[config.mk]
export PLATFORM = sky130hd
export DESIGN_NAME = req_gnt_monitor
export DESIGN_NICKNAME = d
export VERILOG_FILES = /design/src/rtl/req_gnt_monitor.sv
export SDC_FILE = /design/constraint.sdc
export NUM_CORES = 1
export LEC_CHECK = 0
export BUFFER_PORTS_ARGS = -buffer_cell sky130_fd_sc_hd__buf_2
export CAP_MARGIN = 20
export CORE_AREA = 3 3 40 42
export CTS_BUF_LIST = sky130_fd_sc_hd__clkbuf_4 sky130_fd_sc_hd__clkbuf_8
export DETAILED_ROUTE_END_ITERATION = 10
export DIE_AREA = 0 0 43 45
export SLEW_MARGIN = 5
export SYNTH_ARGS = -nofsm -noshare
export SYNTH_HDL_FRONTEND = slang
export SYNTH_SLANG_ARGS = --single-unit
[constraint.sdc]
create_clock -name clk -period 0.8 [get_ports clk]
set_clock_uncertainty 0.05 [all_clocks]
set_input_delay 0.16 -clock clk [delete_from_list [all_inputs] [get_ports clk]]
set_output_delay 0.16 -clock clk [all_outputs]
set_load 0.005 [all_outputs]
[src/rtl/req_gnt_monitor.sv]
module req_gnt_monitor #(
  parameter int MAX_HOLD = 2
) (
  input  logic clk,
  input  logic rst_n,
  input  logic req,
  input  logic gnt,
  output logic pass,
  output logic error
);
  localparam int STAGES = MAX_HOLD + 1;

  logic              armed;
  logic              req_d;
  logic [STAGES-1:0] stage;
  logic [STAGES-1:0] stage_nx;
  logic              hit;
  logic              miss;

  assign stage_nx[0] = armed & ~req_d & req;

  for (genvar i = 1; i < STAGES; i++) begin : g_chain
    assign stage_nx[i] = stage[i-1] & req & ~gnt;
  end

  assign hit  = gnt & (|stage);
  assign miss = ~gnt & ((~req & (|stage)) | (req & stage[MAX_HOLD]));

  always_ff @(posedge clk) begin
    if (!rst_n) begin
      armed <= 1'b0;
      req_d <= 1'b0;
      stage <= '0;
      pass  <= 1'b0;
      error <= 1'b0;
    end else begin
      armed <= 1'b1;
      req_d <= req;
      stage <= stage_nx;
      pass  <= hit;
      error <= miss;
    end
  end
endmodule


==> metrics.log <==
INFO  metric run_status = finished, violations left
INFO  metric failing_checks = negative setup slack
INFO  metric syn_std_cell_area = 211.5 µm²
INFO  metric route.antenna.remaining_nets = 0
INFO  metric post_dp_hpwl = 249.2 µm
INFO  metric timing.final.setup_violations = 2
INFO  metric worstHoldEndpoint = armed
INFO  metric timing_worst_slew_pin_value = roughly 170 ps
INFO  metric postSynthRegisterBits = 7
INFO  metric seq_area_frac_synth = around 66%
INFO  metric die-area = approximately 1900 µm²
INFO  metric post_synth.cell_area_avg = around 12 µm²
INFO  metric synth_compound_area_share = 0%
INFO  metric worst-setup-path-type = reg -> out
INFO  metric critPathMaxStageDelay = 310 ps
INFO  metric global_route.overflow_total = 0
INFO  metric maximum_number_of_pins_on_one_net_before_global_route_repair = 5
INFO  metric dr.first_iter.drc_count = 1
INFO  metric p_leak = 0.1282 nW
INFO  metric starting_utilization_of_the_core_area = ~16%
INFO  metric timing.final.crit_share = 109.9%
INFO  metric crit_path_top_delay_cell = sky130_fd_sc_hd__dfxtp_2
INFO  metric antenna_found_initial = 0
INFO  metric yosys.area_share.adder = 0%
INFO  metric detailedPlace.worstSlack = approximately 22 ps
INFO  metric drt_pre_antenna_iters = 2
INFO  metric die_width = roughly 43 µm
INFO  metric n_antenna_cell = 0
INFO  metric critical_path.cell_chain = buf_2
INFO  metric clk_pin_slew = around 50 ps
INFO  metric htree_depth = 1
INFO  metric gp_routability_congestion = between 0.6 and 0.7
INFO  metric synthToLayoutAreaGrowth = 40.83%
INFO  metric worstReg2RegStart = stage[0]
INFO  metric critical_path_peak_fanout = 1
INFO  metric post-route-drc-count = 0
INFO  metric max-vdd-ir-drop = around 0.60 mV
INFO  metric max_cap_violations = 0
INFO  metric postCtsSetupBuffers = 0
INFO  metric worst-r2r-setup-slack = about 30 ps
INFO  metric report.final.hold_viol_count = 0
INFO  metric worst_r2r_path_depth = 2
INFO  metric grt_first_pass_wirelength = around 540 µm
INFO  metric holdPathStages = 1
INFO  metric hp-start = rst_n
INFO  metric finish.cell_count_without_fillers = 41
INFO  metric period_minus_slack = just under 900 ps
INFO  metric die_h = about 45 µm
INFO  metric vias_in_the_first_global_route = 138
INFO  metric crit_path_start_kind = flip-flop
INFO  metric rows = 13
INFO  metric wl = between 300 and 400 µm
INFO  metric post_synthesis_xor_xnor_area_fraction = 0%
INFO  metric max_slew_margin = 88.90%
INFO  metric detail_route.wl_per_cell = roughly 8.6 µm
INFO  metric placed_cells_incl_taps = 37
INFO  metric synth.area.mux_share = 0%
INFO  metric synth.net_count = 21
INFO  metric gr-usage-all-layers = ~4.5%
INFO  metric finalMaxSlewViolations = 0
INFO  metric yosysWarnings = 0
INFO  metric viasPerCell = between 3 and 4
INFO  metric clock_tree_from_tritoncts = built
INFO  metric hold_path.class = in -> reg
INFO  metric cts-root-buf = sky130_fd_sc_hd__clkbuf_4
INFO  metric num-fill-cells = between 100 and 150
INFO  metric regToRegEndpoint = error
INFO  metric synth.distinct_cells = 9
INFO  metric cell_family_with_most_cp_delay = flip-flops
INFO  metric synth_simple_gate_area_share = 31.95%
INFO  metric powerDensity = about 2500 nW/µm²
INFO  metric io_pins = 6
INFO  metric main_combinational_cell_family_by_area_after_synthesis = simple AND/OR/NAND/NOR gates
INFO  metric design.final.nets = 31
INFO  metric place.port_buffers = 5
INFO  metric path_buf_inv = 1
INFO  metric unrepaired_setup_endpoints_after_global_routing = yes
INFO  metric design.core.area = roughly 1300 µm²
INFO  metric setup_ws = -79.34 ps
INFO  metric cts-hold-fix-buffers = 0
INFO  metric tritoncts.num_buffers = 3
INFO  metric timing.fmax = 1137 MHz
INFO  metric clock_insertion_delay_worst_skew = about 250 ps
INFO  metric clockBufferDepth = 2
INFO  metric kind_of_end_point_of_the_critical_path = primary output
INFO  metric tritoncts_num_sinks = 7
INFO  metric worst_ep_arrival_time = 670 ps
INFO  metric layout-drive-gt1-share = between 60% and 70%
INFO  metric routed-via-count = ~150
INFO  metric synthesized_instance_count = 17
INFO  metric worst-endpoint-required = between 500 and 600 ps
through the flow:
stage	hold WS (ps)	power, W	cell area (µm²)	TNS [ps]	utilization, %
after global routing	15.18	0.0007836	297.8	-233.6	23.17
after floorplan	137.7	0.0003817	211.5	0	-
after detailed placement	273.3	0.0003982	255.2	0	19.86
after CTS	10.25	0.0007588	285.3	-172.4	22.20
after global placement	272.0	0.0003977	255.2	0	19.86
final	18.73	0.0007453	297.8	-157.2	23.17
kinds of logic (layout without fill, tap and decap cells):
logic type             count (synthesis)  after routing
buffers and inverters                  1             10
DFF                                    7              7
and+or+nand+nor                        9              9
layer usage:
metal / share of wire [%] / up-vias / track usage [%] / wire length, µm
li1: - / 73 / - / -
met1: 45 / 60 / 4.634 / 157
met2: 38 / 9 / 5.090 / 134
met3: 9.7 / 3 / 2.390 / 34
met4: 7.1 / 0 / 7.229 / 25
met5: 0 / - / 0 / 0
cell type report:
class / instances / area [µm²] / share of cell area (%)
Clock buffer: 4 / 30.03 / 10.08
Inverter: 1 / 3.754 / 1.261
Multi-Input combinational cell: 9 / 73.82 / 24.79
Sequential cell: 7 / 146.4 / 49.16
Tap cell: 15 / 18.77 / 6.303
Timing Repair Buffer: 5 / 25.02 / 8.403
cells in the final DEF (no fill, tap or decap):
| cell type | instances |
|---|---|
| sky130_fd_sc_hd__nor2_1 | 1 |
| sky130_fd_sc_hd__nor3b_1 | 3 |
| sky130_fd_sc_hd__nor4b_2 | 1 |
| sky130_fd_sc_hd__clkbuf_4 | 4 |
| sky130_fd_sc_hd__nand2_2 | 1 |
| sky130_fd_sc_hd__nor2b_1 | 1 |
| sky130_fd_sc_hd__dfxtp_1 | 2 |
| sky130_fd_sc_hd__dfxtp_2 | 5 |
| sky130_fd_sc_hd__nand2_1 | 1 |
| sky130_fd_sc_hd__inv_1 | 1 |
| sky130_fd_sc_hd__buf_2 | 5 |
| sky130_fd_sc_hd__nor3_4 | 1 |
what timing repair did:
action | in CTS | in global routing
endpoints found under the setup margin | 2 | 4
gates resized for setup | 0 | 6
pin swaps | 0 | 2
report_power, final:
group	total (W)	internal, W	switching, W
logic	0.0000310	0.0000157	0.0000154
clock network	0.000351	0.000224	0.000127
registers	0.000363	0.000359	0.00000392
Yosys cell counts, drive strengths merged:
| cell | number | area [µm²] |
|---|---|---|
| dfxtp | 7 | 140.1 |
| nor3b | 3 | 22.52 |
| nand2 | 2 | 10.01 |
| inv | 1 | 3.750 |
| nor2 | 1 | 3.750 |
| nor2b | 1 | 6.260 |
| nor3 | 1 | 10.01 |
| nor4b | 1 | 15.01 |
how the worst max path moves through the flow:
stage                     startpoint     to  slack [ps]  cells past startpoint
final                           pass   pass         -80                      1
after CTS                       pass   pass         -90                      1
after global placement      stage[2]  error          50                      2
after floorplan             stage[2]  error          60                      2
after global routing            pass   pass        -110                      1
after detailed placement    stage[2]  error          20                      2
flip-flops by register name, indices dropped and copies added (netlist names):
signal,count
pass,1
stage,3
armed,1
req_d,1
error,1
Note: power is estimated with default switching activity, not from simulation.
